File: src/rtl/prog_poll_pkg.sv
package prog_poll_pkg;

  // Strobes from control to datapath
  typedef struct packed {
    logic loadEn;     // accept the presented byte into the page latch
    logic commitEn;   // write the page latch into the array this cycle
    logic statusSel;  // read path returns status instead of array data
    logic toggleBit;  // current value of the read-toggle status bit
  } pollStrobe_t;

  localparam logic [7:0] ERASED_BYTE = 8'hFF;

endpackage

File: src/rtl/prog_poll_ctrl.sv
module prog_poll_ctrl
  import prog_poll_pkg::*;
#(
  parameter int CYCLE_LEN = 64
) (
  input  logic        clk,
  input  logic        rstN,
  input  logic        loadReq,
  input  logic        startReq,
  input  logic        readEn,
  output pollStrobe_t strobes,
  output logic        busy,
  output logic        done
);

  localparam int CNT_W = (CYCLE_LEN > 1) ? $clog2(CYCLE_LEN) : 1;
  localparam logic [CNT_W-1:0] CNT_LAST = CNT_W'(CYCLE_LEN - 1);

  typedef enum logic [0:0] {ST_IDLE, ST_BUSY} pollState_t;

  pollState_t     state;
  logic [CNT_W-1:0] cnt;
  logic           doneQ;
  logic           toggleQ;
  logic           readPrev;
  logic           readEnd;

  assign readEnd = readPrev && !readEn;

  always_ff @(posedge clk or negedge rstN) begin
    if (!rstN) begin
      state    <= ST_IDLE;
      cnt      <= '0;
      doneQ    <= 1'b0;
      toggleQ  <= 1'b0;
      readPrev <= 1'b0;
    end else begin
      readPrev <= readEn;
      doneQ    <= 1'b0;
      case (state)
        ST_IDLE: begin
          if (startReq) begin
            state   <= ST_BUSY;
            cnt     <= CNT_LAST;
            toggleQ <= 1'b0;
          end
        end
        ST_BUSY: begin
          if (readEnd) toggleQ <= ~toggleQ;
          if (cnt == '0) begin
            state <= ST_IDLE;
            doneQ <= 1'b1;
          end else begin
            cnt <= cnt - 1'b1;
          end
        end
        default: state <= ST_IDLE;
      endcase
    end
  end

  always_comb begin
    strobes.loadEn    = loadReq && (state == ST_IDLE);
    strobes.commitEn  = (state == ST_BUSY) && (cnt == '0);
    strobes.statusSel = (state == ST_BUSY);
    strobes.toggleBit = toggleQ;
  end

  assign busy = (state == ST_BUSY);
  assign done = doneQ;

  AST_DONE_ONE_SHOT: assert property (@(posedge clk) disable iff (!rstN)
    done |=> !done);
  AST_DONE_AFTER_BUSY: assert property (@(posedge clk) disable iff (!rstN)
    done |-> ($past(busy) && !busy));
  AST_CNT_BOUND: assert property (@(posedge clk) disable iff (!rstN)
    cnt <= CNT_LAST);
  AST_TOGGLE_QUIET: assert property (@(posedge clk) disable iff (!rstN)
    (busy && !readEnd) |=> $stable(toggleQ));
  AST_START_CLEARS_TOGGLE: assert property (@(posedge clk) disable iff (!rstN)
    $rose(busy) |-> !toggleQ);

endmodule

File: src/rtl/prog_poll_datapath.sv
module prog_poll_datapath
  import prog_poll_pkg::*;
#(
  parameter int ADDR_W   = 6,
  parameter int SECTOR_W = 3
) (
  input  logic              clk,
  input  logic              rstN,
  input  pollStrobe_t       strobes,
  input  logic [ADDR_W-1:0] loadAddr,
  input  logic [7:0]        loadData,
  input  logic [ADDR_W-1:0] rdAddr,
  input  logic              readEn,
  output logic [7:0]        dataOut
);

  localparam int DEPTH      = 1 << ADDR_W;
  localparam int SECTOR_LEN = 1 << SECTOR_W;
  localparam int SEC_IDX_W  = ADDR_W - SECTOR_W;

  logic [7:0]           memRow [DEPTH];
  logic [7:0]           slotData [SECTOR_LEN];
  logic [SECTOR_LEN-1:0] latchMask;
  logic [SEC_IDX_W-1:0] secIdx;
  logic [7:0]           lastData;
  logic [SECTOR_W-1:0]  loadOff;
  logic [7:0]           readVal;

  assign loadOff = loadAddr[SECTOR_W-1:0];

  // Sector index and last loaded byte
  always_ff @(posedge clk or negedge rstN) begin
    if (!rstN) begin
      secIdx   <= '0;
      lastData <= '0;
    end else if (strobes.loadEn) begin
      secIdx   <= loadAddr[ADDR_W-1:SECTOR_W];
      lastData <= loadData;
    end
  end

  // Page latch slots
  for (genvar s = 0; s < SECTOR_LEN; s++) begin : gSlot
    logic [7:0] slotQ;
    logic       validQ;
    always_ff @(posedge clk or negedge rstN) begin
      if (!rstN) begin
        slotQ  <= ERASED_BYTE;
        validQ <= 1'b0;
      end else if (strobes.commitEn) begin
        validQ <= 1'b0;
      end else if (strobes.loadEn && (loadOff == SECTOR_W'(s))) begin
        slotQ  <= loadData;
        validQ <= 1'b1;
      end
    end
    assign slotData[s]  = slotQ;
    assign latchMask[s] = validQ;
  end

  // Behavioural array rows
  for (genvar r = 0; r < DEPTH; r++) begin : gRow
    localparam logic [SEC_IDX_W-1:0] ROW_SEC = SEC_IDX_W'(r >> SECTOR_W);
    localparam int ROW_OFF = r % SECTOR_LEN;
    logic [7:0] rowQ;
    always_ff @(posedge clk or negedge rstN) begin
      if (!rstN) begin
        rowQ <= ERASED_BYTE;
      end else if (strobes.commitEn && (secIdx == ROW_SEC)) begin
        rowQ <= latchMask[ROW_OFF] ? slotData[ROW_OFF] : ERASED_BYTE;
      end
    end
    assign memRow[r] = rowQ;
  end

  // Read path: status while programming, array data otherwise
  always_comb begin
    if (strobes.statusSel)
      readVal = {~lastData[7], strobes.toggleBit, 6'b000000};
    else
      readVal = memRow[rdAddr];
    dataOut = readEn ? readVal : 8'h00;
  end

  AST_LATCH_FROZEN: assert property (@(posedge clk) disable iff (!rstN)
    (strobes.statusSel && !strobes.commitEn) |=>
      ($stable(latchMask) && $stable(lastData) && $stable(secIdx)));
  AST_COMMIT_EMPTIES: assert property (@(posedge clk) disable iff (!rstN)
    strobes.commitEn |=> (latchMask == '0));

endmodule

File: src/rtl/prog_poll_top.sv
module prog_poll_top
  import prog_poll_pkg::*;
#(
  parameter int ADDR_W    = 6,
  parameter int SECTOR_W  = 3,
  parameter int CYCLE_LEN = 64
) (
  input  logic              clk,
  input  logic              rstN,
  input  logic              loadReq,
  input  logic [ADDR_W-1:0] loadAddr,
  input  logic [7:0]        loadData,
  input  logic              startReq,
  input  logic              ceN,
  input  logic              oeN,
  input  logic              weN,
  input  logic [ADDR_W-1:0] rdAddr,
  output logic [7:0]        dataOut,
  output logic              dataOe,
  output logic              busy,
  output logic              done
);

  pollStrobe_t strobes;
  logic        readEn;

  assign readEn = !ceN && !oeN && weN;
  assign dataOe = readEn;

  prog_poll_ctrl #(.CYCLE_LEN(CYCLE_LEN)) ctrl_i (
    .clk(clk), .rstN(rstN), .loadReq(loadReq), .startReq(startReq),
    .readEn(readEn), .strobes(strobes), .busy(busy), .done(done)
  );

  prog_poll_datapath #(.ADDR_W(ADDR_W), .SECTOR_W(SECTOR_W)) dp_i (
    .clk(clk), .rstN(rstN), .strobes(strobes), .loadAddr(loadAddr),
    .loadData(loadData), .rdAddr(rdAddr), .readEn(readEn), .dataOut(dataOut)
  );

  AST_BUS_QUIET: assert property (@(posedge clk) disable iff (!rstN)
    !dataOe |-> (dataOut == 8'h00));
  AST_STATUS_LOW_BITS: assert property (@(posedge clk) disable iff (!rstN)
    (busy && dataOe) |-> (dataOut[5:0] == 6'b000000));
  AST_BUSY_HOLDS_START: assert property (@(posedge clk) disable iff (!rstN)
    (!busy && startReq) |=> busy);

endmodule

File: config.mk
export PLATFORM = sky130hd
export DESIGN_NAME = prog_poll_top
export DESIGN_NICKNAME = d
export VERILOG_FILES = /design/src/rtl/prog_poll_pkg.sv /design/src/rtl/prog_poll_ctrl.sv /design/src/rtl/prog_poll_datapath.sv /design/src/rtl/prog_poll_top.sv
export SDC_FILE = /design/constraint.sdc
export NUM_CORES = 1
export LEC_CHECK = 0
export ABC_CLOCK_PERIOD_IN_PS = 4200
export BUFFER_PORTS_ARGS = -buffer_cell sky130_fd_sc_hd__clkbuf_2
export CAP_MARGIN = 10
export CORE_MARGIN = 3
export CORE_UTILIZATION = 45
export DETAILED_ROUTE_END_ITERATION = 8
export PLACE_DENSITY = 0.63
export SYNTH_ARGS = -nofsm -noshare
export SYNTH_HDL_FRONTEND = slang
export SYNTH_SLANG_ARGS = --single-unit
export TNS_END_PERCENT = 30
File: constraint.sdc
create_clock -name clk -period 4.2 [get_ports clk]
set_clock_uncertainty 0.1 [all_clocks]
set_input_delay 0.21 -clock clk [delete_from_list [all_inputs] [get_ports clk]]
set_output_delay 0.21 -clock clk [all_outputs]
set_load 0.03 [all_outputs]
==> summary.txt, run 1 <==
Status
  • Status: completed

Logic synthesis
  • Mapped Cells: 2279
  • Syn nets: 2308
  • Synth Cell Area: 26600 µm²
  • Syn avg cell area: 11.7 µm²
  • Post-synth EDFFs: 0
  • Post-synthesis sequential element count: 598
  • Count of yosys warnings during synthesis: 0
  • Synth async-reset ratio: 1.00
  • Primary FF master, synth: dfstp_2
  • Synth cell types: 44
  • Seq/Total Area, Yosys: 0.589

Power and ir drop
  • Combinational fraction of design power: 0.036
  • LEAKAGE: 11.3 nW
  • Worst ir drop on vdd: 0.000318 V
  • Total power: 11.8 mW
  • Sw Pwr: 2.57 mW
  • Clock share of power: 0.470
  • Int Pwr: 9.22 mW
  • Sequential share of power: 0.494
  • Pwr dens: 400 nW/µm²
  • Switching part of the total: 0.218

Setup path
  • CP Launch Point: ctrl_i.busy
  • WP data arrival: 3.48 ns
  • Crit. End Element: output pin
  • WP data required: 3.89 ns
  • Crit path max fanout: 10
  • Critical path's slowest cell: o22ai_1
  • R2R Path Start: ctrl_i.cnt[3]
  • Worst r2r path cells: 8
  • Worst setup SP type: flop
  • Worst r2r dst: dp_i.gRow[46].rowQ[1]
  • Max incr delay on CP: 0.93 ns
  • Setup CP Type: flop to output pin
  • R2r setup slk: 0.94 ns
  • CP bufs+invs: 1
  • CP delay by family, top: simple AND/OR/NAND/NOR gates
  • CP Cell Sequence: nor2_1 > nand2_1 > o22ai_1 > clkbuf_2
  • Worst path depth: 4

Routing
  • Via-per-instance ratio: 5.62
  • WL per Instance: 21.0 µm
  • Vias: 17.1k
  • Drt first pass iters: 6
  • Antenna Violating Nets Remaining: 0
  • Drc violations: 0
  • Number of DRC markers in iteration 0: 1365
  • Final WL: 64000 µm

Cells and area
  • Commonest non-fill, non-tap cell in the layout: dfstp_2
  • Share of layout cells above drive strength 1: 0.428
  • Most frequent cells in the layout: 576 x dfstp_2, 489 x nor2_1, 458 x a21oi_1, 140 x mux4_2, 86 x nand2_1
  • Area Growth Syn to Fin: 10.8%
  • Final Net Count: 2256
  • Final Util: 0.507

Placed design
  • Gpl congestion: 0.774
  • Post-DP HPWL: 40000 µm
  • PortBufs: 37

Floorplan
  • Die height: 249 µm
  • Die width: 249 µm
  • Core area: 58100 µm²
  • I/O Pins: 38
  • Site Rows: 88
  • Starting density of the core: 0.458
  • Full die area: 62100 µm²

Clocking
  • Clock-pin slew on the worst setup and hold paths: 0.06 ns
  • Total number of H-tree levels: 2
  • Clk_lat worst skew: 0.61 ns
  • # clock sinks: 598
  • CTS buffer count: 60
  • Root Driver: clkbuf_16
  • CTS tree: yes
  • Post-CTS sizing: 0
  • CTS max path bufs: 3

STA
  • Worst rel slew slack: 0.204
  • RSZ-0062 raised after global routing: false
  • Fmax: 264 MHz
  • Final slew viol count: 0
  • Setup TNS: 0 ns
  • Tmin final: 3.79 ns
  • Crit share post-route: 0.903
  • Final number of hold-violating endpoints: 0
  • Final setup vio count: 0
  • Slew @ Worst Pin: 1.19 ns

Global route
  • Congestion Overflow GR: 0
  • First-pass GRT wire length: 101000 µm
  • Number of antenna violations at the first check in global routing: 7
  • Largest net degree at the start of global routing: 134
  • Vias in the first global route: 17.2k
  • Total GRT Usage: 0.206

Worst hold path
  • WHS Endpoint: dp_i.gSlot[5].validQ
  • Hold Path Origin: loadAddr[1]
  • Worst hold path depth: 4
  • Worst min-delay path category: primary input to flop

Job
  • MaxCap Viol Count: 0
stage by stage:
stage	cell area [µm²]	std cells	hold slack, ns	setup slack [ns]
after floorplan	26600	2279	-0.186	1.71
after global placement	27300	2915	0.210	0.978
after detailed placement	27300	2915	0.220	0.949
after CTS	29500	3041	0.00224	0.520
after global routing	29500	3041	0.0663	0.338
final	29500	3045	0.0469	0.409
synthesized netlist by cell type, types with 2 or more instances:
cell	instances	area (µm²)
and2_1	2	12.5
a211oi_1	3	22.5
and3_1	2	12.5
a41oi_1	2	17.5
mux2_2	72	811
nor3_1	2	10.0
nand2_1	86	323
buf_6	2	22.5
mux4_2	140	3150
dfstp_2	576	15100
buf_4	14	105
xnor2_1	2	17.5
a22o_1	8	70.1
clkinv_1	3	11.3
o21ai_0	71	355
a21oi_1	458	2290
or3_1	3	18.8
nor2_1	489	1840
a22oi_1	4	30.0
nor3b_2	2	25.0
nand3b_1	3	22.5
inv_1	6	22.5
clkbuf_1	30	113
mux2i_1	32	320
nor2b_1	51	319
dfrtp_1	22	551
nor4_1	2	12.5
buf_1	48	180
nand3_1	12	60.1
ha_1	2	25.0
buf_2	107	536
nand4_1	5	31.3
nor4b_1	2	17.5
and4b_1	2	20.0
o22ai_1	5	31.3
worst reg2reg max path: stages, from the launching register on:
cell	delay, ns
dfrtp_1	0.41
nor3_1	0.28
nand3b_1	0.21
or2_1	0.46
inv_1	0.37
and4b_4	0.70
buf_12	0.38
nor2_1	0.13
a21oi_1	0.14
routing by layer:
layer	global-route usage	wire [µm]	vias to the layer above
met2	0.327	29900	419
li1	-	-	7809
met5	0	34	-
met3	0.0421	4150	95
met1	0.293	28700	8785
met4	0.0506	1250	6
kinds of logic (layout without fill, tap and decap cells):
family / after synthesis / after routing / synth area share
xor+xnor: 3 / 3 / 0.000987
fa+ha+maj: 2 / 2 / 0.000940
compound gates: 554 / 554 / 0.107
simple gates: 667 / 667 / 0.104
mux: 244 / 244 / 0.161
other cells: 0 / 4 / 0
buf+inv: 211 / 208 / 0.0374
flops: 598 / 598 / 0.589
final cells by class:
type	instances	area, µm²
Fill cell	5063	28600
Clock buffer	83	1760
Tap cell	765	957
Clock inverter	28	312
Sequential cell	598	15700
Multi-Input combinational cell	1470	9980
Timing Repair Buffer	88	754
Inverter	9	33.8
Antenna cell	4	10.0
worst max path at each step:
stage	to	slack, ns
final	dataOut[4]	0.41
after global routing	dataOut[5]	0.34
after CTS	dataOut[5]	0.52
after detailed placement	dp_i.gRow[46].rowQ[1]	0.95
after global placement	dataOut[3]	0.98
after floorplan	dataOut[6]	1.71
sequential cells by signal, indices dropped and copies added (netlist names):
signal and count:
dp_i.secIdx 3, ctrl_i.busy 1, dp_i.gSlot.validQ 8, ctrl_i.done 1, dp_i.gSlot.slotQ 64, ctrl_i.readPrev 1
ctrl_i.cnt 6, dp_i.lastData 1, ctrl_i.toggleQ 1, dp_i.gRow.rowQ 512
power groups by stage:
stage          logic [mW]  registers (mW)  clock network (mW)
2_1_floorplan       0.195            5.90                   0
3_3_place_gp        0.408            5.91                   0
3_5_place_dp        0.414            5.91                   0
4_1_cts             0.428            5.83                5.68
5_1_grt             0.459            5.83                5.91
6_report            0.419            5.83                5.54
what timing repair did:
action | in CTS | in global routing
setup endpoints to repair | 0 | 0
endpoints found under the hold margin | 162 | 0
hold buffers | 15 | 0
setup buffers | 0 | 0
(Power assumes the default switching activity.)
==> run 2, diff against run 1 <==
CORE_ASPECT_RATIO = 0.8   (was unset)
SETUP_SLACK_MARGIN = 0.4   (was unset)
==> run 2 against run 1 <==
Sequential power about the same. Critical endpoint is now dataOut[3]. Die area hardly changed. Critical path depth increased by 1.
==> summary.txt, run 2 (synthesized netlist as in run 1, its figures left out) <==
Floorplan
  • I/O Pins: 38 (unchanged)
  • Site Rows: 79 (was 88)
  • Starting density of the core: 0.456 (was 0.458)
  • Die height: 224 µm (was 249 µm)
  • Core area: 58300 µm² (was 58100 µm²)
  • Die width: 278 µm (was 249 µm)
  • Full die area: 62100 µm² (about the same)

Setup path
  • Setup CP Type: flop to output pin (unchanged)
  • Crit. End Element: output pin (unchanged)
  • CP Launch Point: ctrl_i.busy (unchanged)
  • WP data arrival: 2.88 ns (was 3.48 ns)
  • Worst r2r path cells: 7 (was 8)
  • Worst setup SP type: flop (unchanged)
  • R2r setup slk: 1.05 ns (was 0.94 ns)
  • WP data required: 3.89 ns (about the same)
  • Crit path max fanout: 10 (unchanged)
  • R2R Path Start: ctrl_i.busy (was ctrl_i.cnt[3])
  • Worst r2r dst: dp_i.gRow[40].rowQ[3] (was dp_i.gRow[46].rowQ[1])
  • Worst Setup EP: dataOut[3] (was dataOut[4])

STA
  • Fmax: 314 MHz (was 264 MHz)
  • Final slew viol count: 0 (unchanged)
  • Fin Hold WS: 0.110 ns (was 0.0469 ns)
  • Tmin final: 3.19 ns (was 3.79 ns)
  • Crit share post-route: 0.759 (was 0.903)
  • RSZ-0062 raised after global routing: false (unchanged)
  • Worst rel slew slack: 0.245 (was 0.204)
  • Setup TNS: 0 ns (unchanged)
  • Final setup vio count: 0 (unchanged)
  • Slew @ Worst Pin: 1.13 ns (was 1.19 ns)
  • Final worst slack: 1.01 ns (was 0.409 ns)
  • Final number of hold-violating endpoints: 0 (unchanged)

Cells and area
  • Design area: 29400 µm² (was 29500 µm²)
  • Top flop regs: dp_i.gRow.rowQ: 512 flops, dp_i.gSlot.slotQ: 64 flops, dp_i.gSlot.validQ: 8 flops (unchanged)
  • Most frequent cells in the layout: 576 x dfstp_2, 489 x nor2_1, 458 x a21oi_1, 140 x mux4_2, 86 x nand2_1 (unchanged)
  • Share of layout cells above drive strength 1: 0.427 (was 0.428)
  • Area Growth Syn to Fin: 10.5% (was 10.8%)
  • Largest register FFs: 512 (unchanged)
  • Commonest non-fill, non-tap cell in the layout: dfstp_2 (unchanged)
  • Diodes inserted: 0 (was 4)
  • Top reg by flops: dp_i.gRow.rowQ (unchanged)
  • Final Net Count: 2263 (was 2256)
  • Final Util: 0.505 (was 0.507)
  • # fillers: 5069 (was 5063)

Routing
  • WL per Instance: 21.3 µm (was 21.0 µm)
  • Number of DRC markers in iteration 0: 1413 (was 1365)
  • Drc violations: 0 (unchanged)
  • Drt first pass iters: 5 (was 6)
  • Final WL: 64800 µm (was 64000 µm)
  • Antenna Violating Nets Remaining: 0 (unchanged)
  • Vias: 17.1k (about the same)
  • Via-per-instance ratio: 5.61 (was 5.62)

Power and ir drop
  • LEAKAGE: 11.3 nW (about the same)
  • Worst ir drop on vdd: 0.000298 V (was 0.000318 V)
  • Pwr dens: 392 nW/µm² (was 400 nW/µm²)

Clocking
  • Root Driver: clkbuf_16 (unchanged)
  • CTS max path bufs: 3 (unchanged)
  • # clock sinks: 598 (unchanged)
  • Clock-pin slew on the worst setup and hold paths: 0.06 ns (about the same)
  • CTS buffer count: 58 (was 60)
  • CTS tree: yes (unchanged)
  • Clk_lat worst skew: 0.61 ns (about the same)
  • Total number of H-tree levels: 2 (unchanged)
  • Post-CTS sizing: 0 (unchanged)

Global route
  • First-pass GRT wire length: 103000 µm (was 101000 µm)
  • Number of antenna violations at the first check in global routing: 1 (was 7)
  • Largest net degree at the start of global routing: 129 (was 134)
  • Met2 GRT Util: 0.341 (was 0.327)
  • Vias in the first global route: 17.4k (was 17.2k)
  • Met1 usage: 0.295 (was 0.293)
  • Congestion Overflow GR: 0 (unchanged)
  • Grt peak-use layer: met2 (unchanged)
  • Routing usage on met3: 0.0379 (was 0.0421)
  • Total GRT Usage: 0.213 (was 0.206)

Job
  • MaxCap Viol Count: 0 (unchanged)

Placed design
  • Gpl congestion: 0.776 (was 0.774)
  • Pre-CTS WS: 1.08 ns (was 0.949 ns)
  • PortBufs: 37 (unchanged)
  • DP Area: 27300 µm² (about the same)
  • Post-DP HPWL: 40700 µm (was 40000 µm)

Worst hold path
  • Worst min-delay path category: primary input to flop (unchanged)

Status
  • Status: completed (unchanged)
-- run 2: power by group --
part           switching, mW  internal [mW]
sequential            0.0164           5.81
combinational          0.300          0.129
clock                   2.24           3.04
total                   2.56           8.98
-- run 2: cell type report --
| cell class | instances | area, µm² | area share |
|---|---|---|---|
| flip-flops and latches | 598 | 15700 | 0.533 |
| multi-input cells | 1470 | 9980 | 0.339 |
| clock buffers | 82 | 1690 | 0.0575 |
| well taps | 769 | 962 | 0.0327 |
| repair buffers | 97 | 840 | 0.0285 |
| clock inverters | 25 | 234 | 0.00795 |
| inverters | 9 | 33.8 | 0.00115 |
-- run 2: worst min-delay path by stage --
stage               cells after the start     from              endpoint
finish                                  4  loadReq      dp_i.lastData[7]
CTS                                     4  loadReq      dp_i.lastData[7]
floorplan                               0     rstN           ctrl_i.busy
global route                            4  loadReq      dp_i.lastData[7]
detailed placement                      1     rstN  dp_i.gSlot[4].validQ
global placement                        1     rstN  dp_i.gSlot[4].validQ
-- run 2: per-stage QoR --
stage / instances / power (mW)
6_report: 3050 / 11.5
5_1_grt: 3050 / 12.0
4_1_cts: 3050 / 11.7
3_5_place_dp: 2926 / 6.34
3_3_place_gp: 2926 / 6.33
2_1_floorplan: 2279 / 6.10
-- run 2: routing by layer --
metal  wire length (µm)  vias up
met1              29100     8808
met3               3100      118
met5                  9        -
met4               2200        2
li1                   -     7834
met2              30400      357
-- run 2: timing repair --
action	CTS	global route
hold endpoints to repair	84	0
hold buffers	17	0
setup buffers	0	0
-- run 2: critical path, stage by stage (launching register included) --
cell	delay [ns]
dfrtp_1	0.52
or3_1	0.76
o21bai_1	0.32
a21oi_1	0.16
a311o_1	0.25
clkbuf_2	0.25
